## src/rtl/wdk_pkg.sv

```systemverilog
package wdk_pkg;
    localparam int DW = 16;
    localparam int AW = 4;
    localparam int NREG = 4;

    localparam logic [DW-1:0] KEY_FIRST  = 16'h5555;
    localparam logic [DW-1:0] KEY_SECOND = 16'hAAAA;
    localparam logic [DW-1:0] KICK_CODE  = 16'hC0DE;

    typedef enum logic [1:0] {
        LK_CLOSED = 2'd0,
        LK_KEY1   = 2'd1,
        LK_OPEN   = 2'd2
    } lock_st_e;

    typedef enum logic [1:0] {
        SEL_KICK  = 2'd0,
        SEL_START = 2'd1,
        SEL_EN    = 2'd2,
        SEL_PRESC = 2'd3
    } reg_sel_e;

    typedef struct packed {
        logic           is_data;
        reg_sel_e       sel;
        logic           valid;
    } bus_dec_t;

    function automatic lock_st_e lock_next(lock_st_e cur, logic [DW-1:0] v);
        if (v == KEY_FIRST)
            return LK_KEY1;
        else if (v == KEY_SECOND && cur == LK_KEY1)
            return LK_OPEN;
        else
            return LK_CLOSED;
    endfunction

    function automatic bus_dec_t bus_decode(logic [AW-1:0] a);
        bus_dec_t d;
        d.valid   = ~a[0];
        d.is_data = a[1];
        d.sel     = reg_sel_e'(a[3:2]);
        return d;
    endfunction
endpackage

```

## src/rtl/wdk_lock.sv

```systemverilog
module wdk_lock
    import wdk_pkg::*;
#(
    parameter int W = DW
) (
    input  logic         clk,
    input  logic         rst,
    input  logic         key_we,
    input  logic         data_we,
    input  logic [W-1:0] wdata,
    output logic         open_o,
    output lock_st_e     state_o
);
    lock_st_e st_q;

    always_ff @(posedge clk) begin
        if (rst)
            st_q <= LK_CLOSED;
        else if (key_we)
            st_q <= lock_next(st_q, wdata);
        else if (data_we && st_q == LK_OPEN)
            st_q <= LK_CLOSED;
    end

    assign open_o  = (st_q == LK_OPEN);
    assign state_o = st_q;

    // the open state is entered only from the first-key state
    assert_open_via_key1_R1: assert property (@(posedge clk) disable iff (rst)
        (st_q == LK_OPEN && $past(st_q) != LK_OPEN) |-> $past(st_q) == LK_KEY1);

    // a data write through an open guard closes it
    assert_relock_after_use_R4: assert property (@(posedge clk) disable iff (rst)
        (data_we && !key_we && st_q == LK_OPEN) |=> st_q == LK_CLOSED);
endmodule

```

## src/rtl/wdk_core.sv

```systemverilog
module wdk_core #(
    parameter int W         = 16,
    parameter int PULSE_LEN = 16
) (
    input  logic         clk,
    input  logic         rst,
    input  logic         en_i,
    input  logic         load_i,
    input  logic         kick_i,
    input  logic [W-1:0] start_i,
    input  logic [W-1:0] presc_i,
    output logic [W-1:0] count_o,
    output logic         rst_n_o
);
    localparam int PW = $clog2(PULSE_LEN + 1);

    logic [W-1:0]  pre_q;
    logic [W-1:0]  cnt_q;
    logic [PW-1:0] pulse_q;

    always_ff @(posedge clk) begin
        if (rst) begin
            pre_q   <= '0;
            cnt_q   <= '0;
            pulse_q <= '0;
        end else if (load_i) begin
            pre_q <= '0;
            cnt_q <= start_i;
        end else if (en_i) begin
            if (pulse_q != '0) begin
                pulse_q <= pulse_q - PW'(1);
                if (pulse_q == PW'(1)) begin
                    pre_q <= '0;
                    cnt_q <= start_i;
                end
            end else if (kick_i) begin
                pre_q <= '0;
                cnt_q <= start_i;
            end else if (pre_q == presc_i) begin
                pre_q <= '0;
                if (cnt_q == '0)
                    pulse_q <= PW'(PULSE_LEN);
                else
                    cnt_q <= cnt_q - W'(1);
            end else begin
                pre_q <= pre_q + W'(1);
            end
        end
    end

    assign count_o = cnt_q;
    assign rst_n_o = (pulse_q == '0);

    // no reset pulse while stopped
    assert_quiet_when_stopped_R7: assert property (@(posedge clk) disable iff (rst)
        !en_i |-> rst_n_o);

    // the pulse lasts more than one cycle
    assert_pulse_not_glitch_R8: assert property (@(posedge clk) disable iff (rst)
        $fell(rst_n_o) |=> !rst_n_o);

    // the counter is reloaded when the pulse ends
    assert_reload_after_pulse_R8: assert property (@(posedge clk) disable iff (rst)
        $rose(rst_n_o) |-> cnt_q == $past(start_i));
endmodule

```

## src/rtl/wdog_keylock_top.sv

```systemverilog
module wdog_keylock_top
    import wdk_pkg::*;
#(
    parameter int PULSE_LEN = 16
) (
    input  logic          clk,
    input  logic          rst,
    input  logic          bus_we,
    input  logic [AW-1:0] bus_addr,
    input  logic [DW-1:0] bus_wdata,
    output logic [DW-1:0] bus_rdata,
    output logic          wdt_rst_n
);
    bus_dec_t       dec;
    logic [NREG-1:0] key_we;
    logic [NREG-1:0] data_we;
    logic [NREG-1:0] guard_open;
    lock_st_e        guard_st [NREG];
    logic [NREG-1:0] accept;

    logic [DW-1:0] start_q, presc_q, count;
    logic          start_set_q, presc_set_q, en_q;
    logic          en_set, kick;

    assign dec = bus_decode(bus_addr);

    for (genvar g = 0; g < NREG; g++) begin : g_guard
        assign key_we[g]  = bus_we && dec.valid && !dec.is_data && dec.sel == reg_sel_e'(g);
        assign data_we[g] = bus_we && dec.valid &&  dec.is_data && dec.sel == reg_sel_e'(g);
        assign accept[g]  = data_we[g] && guard_open[g];

        wdk_lock #(.W(DW)) u_lock (
            .clk     (clk),
            .rst     (rst),
            .key_we  (key_we[g]),
            .data_we (data_we[g]),
            .wdata   (bus_wdata),
            .open_o  (guard_open[g]),
            .state_o (guard_st[g])
        );
    end

    always_ff @(posedge clk) begin
        if (rst) begin
            start_q     <= '1;
            presc_q     <= '0;
            start_set_q <= 1'b0;
            presc_set_q <= 1'b0;
        end else begin
            if (accept[SEL_START]) begin
                start_q     <= bus_wdata;
                start_set_q <= 1'b1;
            end
            if (accept[SEL_PRESC]) begin
                presc_q     <= bus_wdata;
                presc_set_q <= 1'b1;
            end
        end
    end

    assign en_set = accept[SEL_EN] && bus_wdata[0] && start_set_q && presc_set_q && !en_q;
    assign kick   = accept[SEL_KICK] && bus_wdata == KICK_CODE && en_q;

    always_ff @(posedge clk) begin
        if (rst)
            en_q <= 1'b0;
        else if (en_set)
            en_q <= 1'b1;
    end

    wdk_core #(.W(DW), .PULSE_LEN(PULSE_LEN)) u_core (
        .clk     (clk),
        .rst     (rst),
        .en_i    (en_q),
        .load_i  (en_set),
        .kick_i  (kick),
        .start_i (start_q),
        .presc_i (presc_q),
        .count_o (count),
        .rst_n_o (wdt_rst_n)
    );

    always_comb begin
        bus_rdata = '0;
        if (dec.valid) begin
            if (!dec.is_data) begin
                bus_rdata[1:0] = guard_st[dec.sel];
            end else begin
                case (dec.sel)
                    SEL_KICK:  bus_rdata = count;
                    SEL_START: bus_rdata = start_q;
                    SEL_EN:    bus_rdata[0] = en_q;
                    default:   bus_rdata = presc_q;
                endcase
            end
        end
    end

    // once running, the watchdog stays running
    assert_enable_sticky_R6: assert property (@(posedge clk) disable iff (rst)
        en_q |=> en_q);

    // starting requires both start value and prescale to have been set
    assert_enable_needs_config_R5: assert property (@(posedge clk) disable iff (rst)
        $rose(en_q) |-> (start_set_q && presc_set_q));
endmodule

```

## config.mk

```make
export PLATFORM = sky130hd
export DESIGN_NAME = wdog_keylock_top
export DESIGN_NICKNAME = d
export VERILOG_FILES = /design/src/rtl/wdk_pkg.sv /design/src/rtl/wdk_lock.sv /design/src/rtl/wdk_core.sv /design/src/rtl/wdog_keylock_top.sv
export SDC_FILE = /design/constraint.sdc
export NUM_CORES = 1
export LEC_CHECK = 0
export ABC_AREA = 1
export CAP_MARGIN = 5
export CORE_ASPECT_RATIO = 2
export CORE_MARGIN = 2
export CORE_UTILIZATION = 50
export DETAILED_ROUTE_END_ITERATION = 10
export PLACE_DENSITY = 0.7
export SYNTH_ARGS = -nofsm -noshare
export SYNTH_HDL_FRONTEND = slang
export SYNTH_SLANG_ARGS = --single-unit
export TNS_END_PERCENT = 10
```

## constraint.sdc

```tcl
create_clock -name clk -period 2 [get_ports clk]
set_input_delay 0.2 -clock clk [delete_from_list [all_inputs] [get_ports clk]]
set_output_delay 0.2 -clock clk [all_outputs]
set_load 0.02 [all_outputs]
```

==> flow_metrics.tcl, run 1 <==
set metrics [dict create \
    die_x_um 74.8 \
    synthesis.nets 838 \
    drcViolationCount 0 \
    synth_ff_type "dfxtp_1" \
    top_usage_layer "met2" \
    crit_start "u_core.pre_q[14]$_SDFFE_PP0P_" \
    cts_tree "built" \
    cts_hold_buf 0 \
    synth-seq-cells 80 \
    path_clk_slew_ns 0.06 \
    ys_warn_count 0 \
    post_drt_via_cell_ratio 5.40 \
    clock_skew_ns 0.00617 \
    ant_nets 0 \
    relSlewSlack_pct 70.2 \
    worstHoldStart "u_core.pulse_q[1]$_SDFFE_PP0P_" \
    grt_max_degree 30 \
    start_util_pct 51.3 \
    diodes 0 \
    required_ns 2.23 \
    power_density_mw_per_mm2 549 \
    status "completed" \
    power.leakage_nw 3.10 \
    dr.pass1.iters 5 \
    rsz0062_at_grt "false" \
    synthCells 810 \
    wl_per_cell_um 16.3 \
    min_period_ns 1.87 \
    nNetsFinal 942 \
    pin_count 40 \
    die_height_um 146 \
    drt_iter0_drc 274 \
    maxSlewViolCount 0 \
    drive_gt1_share_pct 15.1 \
    netlist_area_sq_mm 0.00501 \
    hpwl_um 13600 \
    place_inst 1031 \
    critPathCaptureType "flip-flop" \
    async_flop_share_pct 0 \
    vias 5674 \
    worst_pin_slew_ns 0.444 \
    cp-start-kind "flip-flop" \
    grt_use_total_pct 31.7 \
    critPathMaxFanout 7 \
    gp_congestion 0.956 \
    dieArea_sq_mm 0.0109 \
    nFillCells 951 \
    io_buffers 39 \
    worst-setup-path-type "reg -> reg" \
    synth_edf_count 0 \
    hold_class "reg -> reg" \
    ctsRootBufferMaster "clkbuf_16" \
    irDropWorstVdd_v 0.000446 \
    synth-seq-area-share_pct 32.0 \
    post-route-period-util_pct 93.6 \
    cts_buffers 9 \
    synthDistinctLibCells 42 \
    grt_use_met1_pct 30.7 \
    clock_latency_ns 0.34 \
    use_met3_pct 3.60 \
    fmax_mhz 534 \
    syn_avg_cell_area_sq_um 6.18 \
    clockBufferDepth 2 \
    h-tree-depth 3 \
    grt_pass1_wl_um 25900 \
    grt_pass1_vias 5452 \
    core_area_sq_mm 0.00976 \
    grtUsageMet2_pct 60.5 \
    setup_viol 0 \
    drv_cap 0 \
    cp.arrival_ns 2.11 \
    overflow 0 \
    antenna_found_initial 0 \
    totalWireLength_um 17100 \
    layout_commonest_cell "nand2_1" \
    clkSinkCount 80 \
    fin_cells 1051 \
    mostFrequentLayoutCells "nand2_1, nor2_1, inv_1" \
    finalHoldViolCount 0 \
    num_rows 51 \
    regToRegStartpoint "u_core.pre_q[14]$_SDFFE_PP0P_" \
    area.growth.synth_to_final_pct 27.6 \
    postLayoutCoreUtil_pct 65.4 \
]
[metal layers]
| metal | vias to the layer above | routed length [um] |
|---|---|---|
| met5 | - | 0 |
| met4 | 0 | 1060 |
| met3 | 65 | 633 |
| met2 | 184 | 9380 |
| met1 | 2622 | 6060 |
| li1 | 2803 | - |
[critical path: stages, from the launching register on]
cell and delay, ns:
dfxtp_2 0.40, inv_1 0.11, nand2_1 0.07, nand2_1 0.05, nor2_1 0.07, nand2_1 0.12, nor2_2 0.14, nand2_1 0.16
nand3_1 0.15, nand2_1 0.13, nand2_4 0.15, inv_2 0.06, and3_1 0.14
[final timing paths]
| check | end | slack, ns | cells past startpoint |
|---|---|---|---|
| worst max-delay path | u_core.pre_q[9]$_SDFFE_PP0P_ | 0.13 | 12 |
| worst min-delay path | u_core.pulse_q[1]$_SDFFE_PP0P_ | 0.48 | 2 |
| worst max register to register | u_core.pre_q[9]$_SDFFE_PP0P_ | 0.13 | 12 |
| worst min register to register | u_core.pulse_q[1]$_SDFFE_PP0P_ | 0.48 | 2 |
[cells in the mapped netlist, types with 2 or more instances]
cell	number	area share [%]
nor2_4	2	0.45
xor2_1	13	2.3
nor2_2	3	0.37
buf_1	3	0.22
o21ai_1	8	0.80
a31oi_1	2	0.25
o22ai_1	12	1.5
nor3_1	16	1.6
clkbuf_1	6	0.45
nand4_1	19	2.4
inv_1	112	8.4
ha_1	5	1.2
o221ai_1	3	0.52
buf_6	3	0.67
buf_2	9	0.90
dfxtp_1	80	32
nand3_1	24	2.4
nor3_2	3	0.60
nand2_2	6	0.75
o21a_1	2	0.30
nor2_1	133	10
a211oi_1	3	0.45
inv_2	11	0.82
o21ai_0	62	6.2
a21oi_1	53	5.3
nand2_1	185	14
nand3_2	5	1.0
nor4_1	6	0.75
o211ai_1	3	0.45
or2_2	3	0.37
buf_4	4	0.60
[state kept, by name (all words and copies together) (netlist names)]
register	cells
u_core.count_o	16
en_q	1
start_q	16
u_core.pulse_q	5
presc_q	16
start_set_q	1
g_guard.u_lock.state_o	8
presc_set_q	1
u_core.pre_q	16
[power by group]
| group | internal, W | switching (W) |
|---|---|---|
| clock | 0.000909 | 0.000675 |
| combinational | 0.000145 | 0.000182 |
| sequential | 0.00159 | 0.00000128 |
[cell families after synthesis]
family / Yosys count / share of synthesized area [%]
simple gates: 410 / 35.6
compound gates: 152 / 16.5
fa+ha+maj: 5 / 1.25
xor+xnor: 14 / 2.45
buf+inv: 149 / 12.2
flops: 80 / 32.0
[stage by stage]
step                worst slack [ns]  power (W)  TNS (ns)  hold slack, ns  instance area, sq um
floorplan                      0.197    0.00176         0           0.326                  5010
detailed placement            -0.398    0.00196    -12.92           0.465                  6050
global placement              -0.345    0.00196    -10.39           0.462                  6050
finish                         0.128    0.00351         0           0.476                  6390
CTS                         -0.00732    0.00351  -0.00916           0.475                  6320
global route                 0.00234    0.00361         0           0.492                  6390
[layout make-up]
type                    count  area, sq um  share of cell area (%)
inverters                 123          462                    7.23
repair buffers            119         1050                    16.5
flip-flops and latches     80         1610                    25.1
multi-input cells         581         2820                    44.1
clock buffers              12          256                    4.02
well taps                 132          165                    2.59
clock inverters             4         28.8                   0.451
[timing repair]
item | CTS | global route
cloned | 0 | 1
gates resized for setup | 24 | 8
setup buffers | 0 | 3
pin swaps | 0 | 1
setup endpoints to repair | 29 | 30
(Power assumes the default switching activity.)
==> run 2, diff against run 1 <==
Settings changed: CORE_MARGIN 2 to 8, GPL_TIMING_DRIVEN set to 0.
==> flow_metrics.tcl, run 2 (same netlist as run 1, synthesis figures left out) <==
set metrics [dict create \
    fin_hold_ws_ns 0.320 \
    nNetsFinal 895 \
    wl_per_cell_um 18.0 \
    diodes 0 \
    power.leakage_nw 2.87 \
    regArea_sq_mm 0.00161 \
    grt_pass1_wl_um 27200 \
    drive_gt1_share_pct 12.3 \
    post-route-period-util_pct 97.8 \
    grt_use_total_pct 26.4 \
    critPathMaxFanout 10 \
    top_usage_layer "met2" \
    clkSinkCount 80 \
    fmax_mhz 511 \
    totalWireLength_um 18000 \
    io_buffers 37 \
    min_period_ns 1.96 \
    p_switching_w 0.000937 \
    maxSlewViolCount 0 \
    r2r_slack_ns 0.04 \
    ctsRootBufferMaster "clkbuf_16" \
    grt_use_met1_pct 22.9 \
    relSlewSlack_pct 59.3 \
    worst_pin_slew_ns 0.604 \
    comb_power_share_pct 7.4 \
    clockBufferDepth 2 \
    ant_nets 0 \
    layout_commonest_cell "nand2_1" \
    cts_tree "built" \
    regToRegStartpoint "u_core.pre_q[0]$_SDFFE_PP0P_" \
    drv_cap 0 \
    drcViolationCount 0 \
    core_area_sq_mm 0.00976 \
    fin_cells 1004 \
    vias 5554 \
    antenna_found_initial 0 \
    status "completed" \
    worstHoldStart "bus_wdata[3]" \
    pwr-share-seq_pct 44.1 \
    multi_input_area_sq_mm 0.00288 \
    intPower_w 0.00268 \
    design_area_sq_mm 0.00603 \
    power_density_mw_per_mm2 599 \
    post_drt_via_cell_ratio 5.53 \
    cp.arrival_ns 2.19 \
    hold_class "in -> reg" \
    cp-start-kind "flip-flop" \
    drt_iter0_drc 312 \
    whs_endpoint "presc_q[3]$_SDFFE_PP0P_" \
    grtUsageMet2_pct 51.1 \
    dr.pass1.iters 5 \
    power.total_w 0.00362 \
    area.growth.synth_to_final_pct 20.4 \
    required_ns 2.24 \
    swShare_pct 25.9 \
    hold_depth 3 \
    rsz0062_at_grt "true" \
    dpl-instance-area_sq_mm 0.00554 \
    irDropWorstVdd_v 0.000395 \
    hpwl_um 14200 \
    finalHoldViolCount 0 \
    reg2reg_depth 12 \
    dieArea_sq_mm 0.0137 \
    setup_tns_ns 0 \
    grt_pass1_vias 5548 \
    start_util_pct 51.3 \
    nFillCells 1003 \
    use_met3_pct 3.81 \
    worst-setup-path-type "reg -> reg" \
    reg2reg_to "u_core.pre_q[9]$_SDFFE_PP0P_" \
    overflow 0 \
    clock_latency_ns 0.35 \
    path_clk_slew_ns 0.07 \
    p_clk_share_pct 48.5 \
    die_x_um 86.8 \
    pin_count 40 \
    clock_skew_ns 0.00926 \
    place_inst 979 \
    gp_congestion 0.965 \
    grt_max_degree 17 \
    num_rows 51 \
    h-tree-depth 3 \
    setup_viol 0 \
    critPathCaptureType "flip-flop" \
    die_height_um 158 \
    mostFrequentLayoutCells "nand2_1, nor2_1, inv_1" \
    cts_buffers 9 \
]
-- run 2: per-layer routing --
metal  vias up  share of wire [%]
met4         0                6.8
met5         -                  0
met3        79                4.0
li1       2712                  -
met2       200                 55
met1      2563                 35
-- run 2: metrics by stage --
stage                     setup slack (ns)  utilization [%]
after CTS                         -0.00822             60.3
after global placement              -0.720             56.8
after detailed placement            -0.736             56.8
final                               0.0444             61.8
after global routing               -0.0300             61.8
after floorplan                      0.197                -
-- run 2: worst max path at each step --
stage	startpoint	end	slack, ns	cells after the start
CTS	u_core.pre_q[0]$_SDFFE_PP0P_	u_core.pre_q[9]$_SDFFE_PP0P_	-0.008	12
floorplan	u_core.pulse_q[0]$_SDFFE_PP0P_	u_core.count_o[9]$_SDFFE_PP0P_	0.20	12
finish	u_core.pre_q[0]$_SDFFE_PP0P_	u_core.pre_q[9]$_SDFFE_PP0P_	0.04	12
detailed placement	bus_addr[3]	bus_rdata[14]	-0.74	8
global placement	bus_addr[3]	bus_rdata[14]	-0.72	8
global route	u_core.pulse_q[1]$_SDFFE_PP0P_	u_core.count_o[6]$_SDFFE_PP0P_	-0.03	11
-- run 2: layout make-up --
class / instances / area share, %
repair buffers: 46 / 7.18
well taps: 132 / 2.74
multi-input cells: 581 / 47.7
inverters: 123 / 7.66
clock buffers: 9 / 3.73
clock inverters: 7 / 1.39
flip-flops and latches: 80 / 26.7
plain buffers: 26 / 2.90
-- run 2: power groups by stage --
stage	clock [W]	sequential (W)	combinational, W
2_1_floorplan	0	0.00163	0.000128
3_3_place_gp	0	0.00163	0.000262
3_5_place_dp	0	0.00163	0.000262
4_1_cts	0.00177	0.00159	0.000260
5_1_grt	0.00184	0.00159	0.000285
6_report	0.00175	0.00159	0.000268
-- run 2: worst max-delay path: stages, from the launching register on --
cell	delay (ns)
dfxtp_1	0.39
inv_1	0.09
nand2_1	0.06
nand2_1	0.05
nor2_1	0.14
nand2_1	0.13
nor2_2	0.14
nand2_2	0.14
nand3_2	0.15
nand2_2	0.15
nand2_4	0.17
inv_2	0.07
and3_1	0.16
-- run 2: what timing repair did --
item                                    4_1_cts  5_1_grt
hold buffers                                  0        0
gates cloned                                  0        2
resized for setup                            37       27
pin swaps                                     1        3
setup buffers                                 0        7
endpoints found under the setup margin       46       37
